### src/rtl/of_pkg.sv
package of_pkg;
    typedef enum logic [2:0] {
        ST_COLLECT,
        ST_SETUP,
        ST_DIVIDE,
        ST_FIT,
        ST_EMIT
    } of_state_t;
endpackage

### src/rtl/of_coef_table.sv
module of_coef_table #(
    parameter int NSAMP = 7,
    parameter int SW    = 10,
    parameter int WW    = 16,
    parameter int IW    = 3
) (
    input  logic                          clk,
    input  logic                          rst_n,
    input  logic                          we,
    input  logic [IW+1:0]                 addr,
    input  logic [WW-1:0]                 wdata,
    output logic [NSAMP-1:0][WW-1:0]      wa,
    output logic [NSAMP-1:0][WW-1:0]      wb,
    output logic [NSAMP-1:0][WW-1:0]      wg,
    output logic [SW-1:0]                 ped
);
    logic [1:0]    bank;
    logic [IW-1:0] slot;

    assign bank = addr[IW+1:IW];
    assign slot = addr[IW-1:0];

    for (genvar i = 0; i < NSAMP; i++) begin : g_slot
        always_ff @(posedge clk) begin
            if (!rst_n) begin
                wa[i] <= '0;
                wb[i] <= '0;
                wg[i] <= '0;
            end else if (we && slot == IW'(i)) begin
                if (bank == 2'd0) wa[i] <= wdata;
                if (bank == 2'd1) wb[i] <= wdata;
                if (bank == 2'd2) wg[i] <= wdata;
            end
        end
    end

    always_ff @(posedge clk) begin
        if (!rst_n)
            ped <= '0;
        else if (we && bank == 2'd3 && slot == '0)
            ped <= wdata[SW-1:0];
    end
endmodule

### src/rtl/of_sdiv.sv
module of_sdiv #(
    parameter int W = 32
) (
    input  logic                clk,
    input  logic                rst_n,
    input  logic                start,
    input  logic signed [W-1:0] num,
    input  logic signed [W-1:0] den,
    output logic                done,
    output logic signed [W-1:0] quo
);
    localparam int CW = $clog2(W + 1);

    logic [W-1:0]  n_r;
    logic [W-1:0]  d_r;
    logic [W:0]    rem;
    logic [W:0]    trial;
    logic          neg;
    logic [CW-1:0] cnt;

    assign trial = {rem[W-1:0], n_r[W-1]} - {1'b0, d_r};
    assign quo   = neg ? -$signed(n_r) : $signed(n_r);

    always_ff @(posedge clk) begin
        if (!rst_n) begin
            n_r  <= '0;
            d_r  <= '0;
            rem  <= '0;
            neg  <= 1'b0;
            cnt  <= '0;
            done <= 1'b0;
        end else begin
            done <= 1'b0;
            if (start) begin
                n_r <= num[W-1] ? W'(-num) : num;
                d_r <= den[W-1] ? W'(-den) : den;
                neg <= num[W-1] ^ den[W-1];
                rem <= '0;
                cnt <= CW'(W);
            end else if (cnt != '0) begin
                if (!trial[W]) begin
                    rem <= trial;
                    n_r <= {n_r[W-2:0], 1'b1};
                end else begin
                    rem <= {rem[W-1:0], n_r[W-1]};
                    n_r <= {n_r[W-2:0], 1'b0};
                end
                cnt  <= cnt - CW'(1);
                done <= (cnt == CW'(1));
            end
        end
    end
endmodule

### src/rtl/of_engine.sv
module of_engine
    import of_pkg::*;
#(
    parameter int  NSAMP = 7,
    parameter int  SW    = 10,
    parameter int  WW    = 16,
    parameter int  AW    = 32,
    parameter int  QF    = 14,
    localparam int IW    = $clog2(NSAMP)
) (
    input  logic                 clk,
    input  logic                 rst_n,
    input  logic                 s_valid,
    input  logic [SW-1:0]        s_data,
    output logic                 s_ready,
    input  logic                 cfg_we,
    input  logic [IW+1:0]        cfg_addr,
    input  logic [WW-1:0]        cfg_wdata,
    output logic                 res_valid,
    output logic signed [AW-1:0] res_energy,
    output logic signed [AW-1:0] res_time,
    output logic [AW-1:0]        res_quality,
    output logic                 res_ezero
);
    localparam logic [IW-1:0]        LAST = IW'(NSAMP - 1);
    localparam logic signed [AW-1:0] SMAX = AW'((2 ** (WW - 1)) - 1);
    localparam logic signed [AW-1:0] SMIN = ~SMAX;

    function automatic logic signed [WW-1:0] sat_w(input logic signed [AW-1:0] v);
        if (v > SMAX)      return SMAX[WW-1:0];
        else if (v < SMIN) return SMIN[WW-1:0];
        else               return v[WW-1:0];
    endfunction

    of_state_t state, state_nx;

    logic [NSAMP-1:0][WW-1:0] wa, wb, wg;
    logic [SW-1:0]            ped;
    logic [NSAMP-1:0][SW-1:0] smp;
    logic [IW-1:0]            idx;
    logic signed [AW-1:0]     esum, tsum, energy_r, time_r, e_shift;
    logic [AW-1:0]            qacc;
    logic                     ezero_r;
    logic                     div_start, div_done;
    logic signed [AW-1:0]     div_q;

    of_coef_table #(.NSAMP(NSAMP), .SW(SW), .WW(WW), .IW(IW)) u_tab (
        .clk(clk), .rst_n(rst_n), .we(cfg_we), .addr(cfg_addr), .wdata(cfg_wdata),
        .wa(wa), .wb(wb), .wg(wg), .ped(ped)
    );

    assign e_shift = esum >>> QF;

    of_sdiv #(.W(AW)) u_div (
        .clk(clk), .rst_n(rst_n), .start(div_start),
        .num(tsum), .den(e_shift), .done(div_done), .quo(div_q)
    );

    // Intake products: sample as non-negative signed operand times weight
    logic signed [AW-1:0] x_in, pa, pb;
    assign x_in = AW'($signed({1'b0, s_data}));
    assign pa   = x_in * AW'($signed(wa[idx]));
    assign pb   = x_in * AW'($signed(wb[idx]));

    // Fit pass: residual against scaled shape plus pedestal
    logic signed [AW-1:0] pred, resid, sq;
    logic signed [WW-1:0] r_w;
    logic [AW:0]          qsum;
    logic [AW-1:0]        qnext;
    assign pred  = ((AW'(sat_w(energy_r)) * AW'($signed(wg[idx]))) >>> QF)
                 + AW'($signed({1'b0, ped}));
    assign resid = AW'($signed({1'b0, smp[idx]})) - pred;
    assign r_w   = sat_w(resid);
    assign sq    = AW'(r_w) * AW'(r_w);
    assign qsum  = {1'b0, qacc} + {1'b0, sq};
    assign qnext = qsum[AW] ? '1 : qsum[AW-1:0];

    // State register
    always_ff @(posedge clk) begin
        if (!rst_n) state <= ST_COLLECT;
        else        state <= state_nx;
    end

    always_comb begin
        state_nx = state;
        unique case (state)
            ST_COLLECT: if (s_valid && idx == LAST) state_nx = ST_SETUP;
            ST_SETUP:   state_nx = (e_shift == '0) ? ST_FIT : ST_DIVIDE;
            ST_DIVIDE:  if (div_done) state_nx = ST_FIT;
            ST_FIT:     if (idx == LAST) state_nx = ST_EMIT;
            ST_EMIT:    state_nx = ST_COLLECT;
            default:    state_nx = ST_COLLECT;
        endcase
    end

    // Outputs decoded from the state
    always_comb begin
        s_ready   = (state == ST_COLLECT);
        res_valid = (state == ST_EMIT);
        div_start = (state == ST_SETUP) && (e_shift != '0);
    end

    // Datapath
    always_ff @(posedge clk) begin
        if (!rst_n) begin
            smp         <= '0;
            idx         <= '0;
            esum        <= '0;
            tsum        <= '0;
            energy_r    <= '0;
            time_r      <= '0;
            qacc        <= '0;
            ezero_r     <= 1'b0;
            res_energy  <= '0;
            res_time    <= '0;
            res_quality <= '0;
            res_ezero   <= 1'b0;
        end else begin
            unique case (state)
                ST_COLLECT: if (s_valid) begin
                    smp[idx] <= s_data;
                    esum     <= esum + pa;
                    tsum     <= tsum + pb;
                    idx      <= (idx == LAST) ? '0 : idx + IW'(1);
                end
                ST_SETUP: begin
                    energy_r <= e_shift;
                    ezero_r  <= (e_shift == '0);
                    qacc     <= '0;
                    if (e_shift == '0) time_r <= '0;
                end
                ST_DIVIDE: if (div_done) time_r <= div_q;
                ST_FIT: begin
                    qacc <= qnext;
                    idx  <= (idx == LAST) ? '0 : idx + IW'(1);
                    if (idx == LAST) begin
                        res_energy  <= energy_r;
                        res_time    <= time_r;
                        res_quality <= qnext;
                        res_ezero   <= ezero_r;
                    end
                end
                ST_EMIT: begin
                    esum <= '0;
                    tsum <= '0;
                end
                default: ;
            endcase
        end
    end
endmodule

### config.mk
export PLATFORM = sky130hd
export DESIGN_NAME = of_engine
export DESIGN_NICKNAME = d
export VERILOG_FILES = /design/src/rtl/of_pkg.sv /design/src/rtl/of_coef_table.sv /design/src/rtl/of_sdiv.sv /design/src/rtl/of_engine.sv
export SDC_FILE = /design/constraint.sdc
export NUM_CORES = 2
export LEC_CHECK = 0
export ABC_CLOCK_PERIOD_IN_PS = 16400
export BUFFER_PORTS_ARGS = -buffer_cell sky130_fd_sc_hd__buf_2
export CAP_MARGIN = 15
export CORE_ASPECT_RATIO = 0.7
export CORE_MARGIN = 5
export CORE_UTILIZATION = 25
export DETAILED_ROUTE_END_ITERATION = 16
export GPL_ROUTABILITY_DRIVEN = 0
export PLACE_DENSITY = 0.42
export SLEW_MARGIN = 20
export SYNTH_ARGS = -nofsm -noshare
export SYNTH_HDL_FRONTEND = slang
export SYNTH_HIERARCHICAL = 1
export SYNTH_SLANG_ARGS = --single-unit
### constraint.sdc
create_clock -name clk -period 16.4 [get_ports clk]
set_input_delay 0 -clock clk [delete_from_list [all_inputs] [get_ports clk]]
set_output_delay 0 -clock clk [all_outputs]
set_load 0.005 [all_outputs]
Yosys cells after proc, flatten, opt, wreduce, memory -nomap -nowiden
Index checks and enable logic that the tools add are counted.

Bits in registers: 756. Input bits: 35. Output and inout bits: 99. Word-level logic and storage cells: 185.

Add/subtract/negate cells: 11. Multipliers: 4. Order comparisons: 6. Equal/unequal tests: 20. Multiplexer cells: 41. Bitwise gates (word level): 3. Reduce and logical (&&, ||, !) cells: 52.

Operator list (count): 2-to-1 mux 32 bit (11); one-hot mux 32 bit (2 select lines) (4); binary-select mux 16 bit (select 3 bit) (3); 2-to-1 mux 16 bit (7); bitwise mux 70 bit (1); adder 32 x 27 -> 32 bit (2); multiplier 16 x 16 -> 32 bit (2); negation 32 bit (2); multiplier 11 x 16 -> 27 bit (2); AND reduction 2 bit (25); adder 32 x 32 -> 33 bit (1); subtractor 33 x 32 -> 33 bit (1); logical NOT 32 bit (1); negation 18 -> 32 bit (1); nonzero test 32 bit (1); binary-select mux 10 bit (select 3 bit) (1); demux 10 bit (select 3 bit) (1); > comparator 20 x 16 -> 1 bit (second input constant) (1); < comparator 20 x 16 -> 1 bit (second input constant) (1); 2-to-1 mux 10 bit (2); subtractor 11 x 19 -> 20 bit (1); adder 18 x 11 -> 19 bit (1); > comparator 18 x 16 -> 1 bit (second input constant) (1); < comparator 18 x 16 -> 1 bit (second input constant) (1); other kinds (27) (63).

Logic depth before layout (Yosys ltp)
Word-level depth: 13. Depth in mapped cells: 83. Gate-level depth less buffers: 75.

Modules after synthesis
Netlist, hierarchy kept.

By module, submodules not included: of_engine (times used 1, cells an instance 6006, area each 51217.9 um^2, sequential area each 6125.9 um^2); of_coef_table (times used 1, cells an instance 1186, area each 12557.0 um^2, sequential area each 6926.6 um^2); of_sdiv (times used 1, cells an instance 1086, area each 8059.0 um^2, sequential area each 2082.0 um^2).

Worst setup path before layout
Ideal clock, no wire load.

Path type: register -> register. From: reg idx[1]. To: reg qacc[12]. Data arrival time: 16.954 ns. Path slack: -0.613 ns. Cell stages (with the launch flop): 77. Clock period less this slack: 17.013 ns. Cells stage by stage: dfxtp_1 -> buf_6 -> buf_6 -> clkbuf_1 -> buf_2 -> buf_2 -> mux2i_1 -> o211ai_1 -> o221ai_1 -> clkbuf_1 -> nor2_1 -> fa_1 -> inv_1 -> fa_1 -> fa_1 -> inv_1 -> fa_1 -> fa_1 -> (+41 left out) -> a211oi_1 -> nand2_1 -> and4b_1 -> a211oi_1 -> a21boi_0 -> nor3_1 -> o21bai_1 -> xor2_1 -> ha_1 -> nand2_1 -> nor2_1 -> nand2_1 -> o31a_1 -> o21ai_1 -> clkbuf_1 -> nor2_1 -> o21ai_0 -> and2_1.

Cells in the longest elaborated chain, start to end: 12. Elaborated cells on any way between the ends: 15.

RTL lines: start, declared (line of_engine.sv:40) `logic [IW-1:0] idx;`; start signal, assigned (line of_engine.sv:124) `idx <= (idx == LAST) ? '0 : idx + IW'(1);`; start signal, assigned (line of_engine.sv:135) `idx <= (idx == LAST) ? '0 : idx + IW'(1);`; binary-select mux 16 bit (select 3 bit) (line of_engine.sv:70) `assign pred = ((AW'(sat_w(energy_r)) * AW'($signed(wg[idx]))) >>> QF)`; 2-to-1 mux 16 bit (implied by the code) (line of_engine.sv:70); multiplier 16 x 16 -> 32 bit (line of_engine.sv:70); adder 18 x 11 -> 19 bit (line of_engine.sv:71) `+ AW'($signed({1'b0, ped}));`; subtractor 11 x 19 -> 20 bit (*) (line of_engine.sv:72) `assign resid = AW'($signed({1'b0, smp[idx]})) - pred;`; < comparator 20 x 16 -> 1 bit (line of_engine.sv:31) `else if (v < SMIN) return SMIN[WW-1:0];`; 2-to-1 mux 16 bit (line of_engine.sv:31); 2-to-1 mux 16 bit (*) (line of_engine.sv:30) `if (v > SMAX) return SMAX[WW-1:0];`; multiplier 16 x 16 -> 32 bit (*) (line of_engine.sv:74) `assign sq = AW'(r_w) * AW'(r_w);`; adder 32 x 32 -> 33 bit (*) (line of_engine.sv:75) `assign qsum = {1'b0, qacc} + {1'b0, sq};`; 2-to-1 mux 32 bit (*) (line of_engine.sv:76) `assign qnext = qsum[AW] ? '1 : qsum[AW-1:0];`; one-hot mux 32 bit (2 select lines) (*) (line of_engine.sv:119) `unique case (state)`; end signal, assigned (line of_engine.sv:134) `qacc <= qnext;`; end, declared (line of_engine.sv:42) `logic [AW-1:0] qacc;`.

Every way passes the cells marked *; elsewhere a longest branch is shown, timed or not. The select of a mux whose other input is x is not followed. A chain may end at the register's enable or synchronous reset.

Final worst setup path
From: reg idx[0]. To: reg qacc[9].

The elaborated chain is that of the path after synthesis.

==> metrics.md <==
| Metric | Value |
|---|---|
| Final worst path period need | between 15000 and 20000 ps |
| CTS clk-pin slew, worst paths | around 60 ps |
| Crit-path slowest cell | fa_1 |
| Number of synthesized register bits | approximately 760 |
| Yosys warning count | 6 |
| Status | complete, but fails checks |
| Critical Path Max Stage Delay | approximately 580 ps |
| Top-level port count | 134 |
| Routed wire length | roughly 240 mm |
| Kind of critical path | register to register |
| Final worst setup slack | -195 ps |
| Crit-path most repeated cell | fa_1 |
| Die Area | ~300000 µm² |
| Cell Area, Synth | between 70000 and 80000 µm² |
| Worst min path class | primary input to register |
| WL per Instance | 19.1 µm |
| Max-Cap Viols | 0 |
| Largest net degree at the start of global routing | about 200 |
| Failing checks | negative setup slack |
| Proportion of netlist area held by the largest area contributor | between 20 and 25% |
| Initial Util | 25.1% |
| WP data arrival | roughly 17000 ps |
| Initial DRC count | ~3700 |
| Syn_area_per_cell | a little under 9 µm² |
| CTS buffer count | between 80 and 90 |
| Pins over their slew limit | 0 |
| Worst slew pin tran | between 1000 and 1500 ps |
| Vias per cell | about 4.6 |
| Seq/Total Area, Yosys | 21.1% |
| Post-synth EDFFs | 0 |
| Required @ worst endpoint | ~17000 ps |
| Overall routing resource usage | between 10% and 20% |
| Post-Syn Nets | 9597 |
| HPWL Detailed | approximately 190 mm |
| Vias | just under 60000 |
| Residual DRC | 0 |
| Final Cycle Share | 101% |
| CTS root buf | clkbuf_16 |
| R2R cell count | 76 |
| Final cell area excluding filler cells | approximately 87000 µm² |
| Die X | ~650 µm |
| First-pass detailed-route iteration total | 6 |
| CTS tree | yes |
| Area leader, netlist | fa_1 |
| Die Y | approximately 460 µm |
| Gr ovfl total | 0 |
| Final setup violation count | between 50 and 60 |
| RSZ-0062 raised after global routing | yes |
| CP startpoint kind | register |
| Max_slew headroom | between 20% and 30% |
| Max clock buf depth | 3 |
| Synth area leaders | fa_1, dfxtp_1, nand2_1 |
| Clock sinks | 756 |
| Final hold vios | 0 |
| Prevailing post-synth register cell | dfxtp_1 |
| Worst-Skew Late Latency | around 700 ps |
| First-pass GRT wire length | 373 mm |
| Initial antenna violation count | 17 |
| Crit path max fanout | 8 |
| ANT nets after route | 0 |
| Clk_skew | slightly below 60 ps |
| Min-Delay Path Depth | 3 |
| Core Box Area | ~290000 µm² |
| Library cells used by synthesis | roughly 110 |
| Fraction of layout cells with a size suffix above 1 | 16.9% |
| # H-tree levels | 3 |
| IO buf count | between 100 and 150 |
| Async SR Flop Fraction | 0% |
| Cell Area, Placed | 80900 µm² |
| Number of global-route vias before repair | slightly below 60000 |
| Row count | ~160 |
| Fin nets | between 10000 and 15000 |
| CP Capture Type | register |
| Maximum clock frequency | 60.3 MHz |
| Post-synthesis cell count | 8278 |
| Layout area overhead | 20.9% |
## worst max-delay path: cells and delay by family, from the launching register on
family,cells,cell delay (ps)
fa+ha+maj,17,7520
buf+inv,22,2440
simple gates,12,2120
xor+xnor,2,260
compound gates,23,3670
flops,1,370
## layout by cell type, fill, tap and decap left out, types with 48 or more instances in the layout
| cell | Yosys | layout |
|---|---|---|
| dfxtp_1 | 756 | 752 |
| xor2_1 | 110 | 108 |
| and2_1 | 235 | 229 |
| a21boi_0 | 150 | 141 |
| a22oi_1 | 70 | 69 |
| buf_4 | 37 | 680 |
| nor2_1 | 494 | 438 |
| nand3_1 | 116 | 109 |
| nand2_1 | 1312 | 1269 |
| a211oi_1 | 63 | 53 |
| mux2i_1 | 453 | 450 |
| inv_1 | 1219 | 1189 |
| buf_2 | 20 | 132 |
| o21ai_0 | 250 | 213 |
| clkbuf_16 | 0 | 86 |
| ha_1 | 391 | 368 |
| nor2b_1 | 87 | 84 |
| fa_1 | 893 | 873 |
| a21oi_1 | 238 | 206 |
| a21o_1 | 111 | 111 |
| buf_6 | 5 | 48 |
| xnor2_1 | 174 | 170 |
## cells in the mapped netlist (all sizes together) (7+ instances only)
master and number:
a221o 39, nand2b 31, buf 86, nor2b 87, nor2 507, xor2 110
o2111ai 11, nand2 1325, nand3b 16, and3 37, a21o 111, mux2 44
o21bai 21, a21oi 239, a221oi 15, a311oi 21, nand4 30, or3 15
a31oi 41, a22oi 70, xnor2 174, or2 17, dfxtp 756, inv 1229
nand4b 7, o211ai 20, o31a 9, and2 236, fa 893, nand3 118
nor3 55, o211a 16, o21ai 264, or4 21, nor3b 13, mux2i 453
clkbuf 354, o31ai 43, o21a 26, ha 391, o41ai 14, nor4 18
a211oi 66, a21boi 151
## registers in the layout, summed over array words and instances (netlist names)
signal	count
energy_r	18
esum	32
ezero_r	1
idx	3
qacc	32
res_energy	18
res_ezero	1
res_quality	32
res_time	32
smp	70
state	3
time_r	32
tsum	32
u_div/cnt	6
u_div/d_r	32
u_div/done	1
u_div/n_r	32
u_div/neg	1
u_div/rem	32
u_tab/ped	10
u_tab/wa	112
u_tab/wb	112
u_tab/wg	112
## stage by stage
step           setup slack, ps  hold slack [ps]  setup TNS (ps)  cells  util [%]
2_1_floorplan             24.4              122               0   8278         -
3_3_place_gp              -765              402          -41640  12457      28.3
3_5_place_dp             -1020              400          -59010  12457      28.3
4_1_cts                  -6.73            0.930           -6.73  12700      30.0
5_1_grt                   -821             37.9          -44470  12741      30.4
6_report                  -195             85.5           -4370  12745      30.4
## repair_timing
action                                 CTS  global route
cloned                                   4             0
pin swaps                              125           179
hold buffers                            25             0
buffers inserted                        61            46
setup endpoints to repair               64            64
resized for setup                      258           238
endpoints found under the hold margin  282             0
## per-layer routing
metal / vias up / GRT usage, % / share of wire, %
met1: 28995 / 24.8 / 51
met3: 202 / 3.27 / 6.3
met5: - / 0 / 0.0094
met4: 4 / 2.88 / 1.9
li1: 27713 / - / -
met2: 1249 / 23.0 / 40
## logic make-up (layout without fill, tap and decap cells)
logic type,after synthesis,in the layout,share of synthesized area (%)
buf+inv,1672,2317,9.05
mux,499,499,7.07
other cells,0,4,0
fa+ha+maj,1284,1284,31.7
xor+xnor,284,284,3.46
compound gates,1234,1234,11.6
flops,756,756,21.1
simple gates,2549,2549,16.0
## cell type report
class / count / area, µm²
Antenna cell: 4 / 10.0
Inverter: 1232 / 4650
Sequential cell: 756 / 15100
Tap cell: 3818 / 4780
Fill cell: 30303 / 199000
Clock inverter: 44 / 577
Multi-Input combinational cell: 5850 / 51900
Timing Repair Buffer: 929 / 7410
Clock buffer: 112 / 2380
## final timing paths
path              slack [ps]                         to                 startpoint
setup reg to reg        -200       qacc[9]$_SDFFE_PN0P_        idx[0]$_SDFFE_PN0P_
hold reg to reg          460  u_tab/wb[49]$_SDFFE_PN0P_  u_tab/wb[49]$_SDFFE_PN0P_
hold / removal            90       smp[42]$_SDFFE_PN0P_                  s_data[2]
setup / recovery        -200       qacc[9]$_SDFFE_PN0P_        idx[0]$_SDFFE_PN0P_
Power is not shown: default switching activity piles up to over one toggle a cycle in this logic, so the estimate is an artifact.
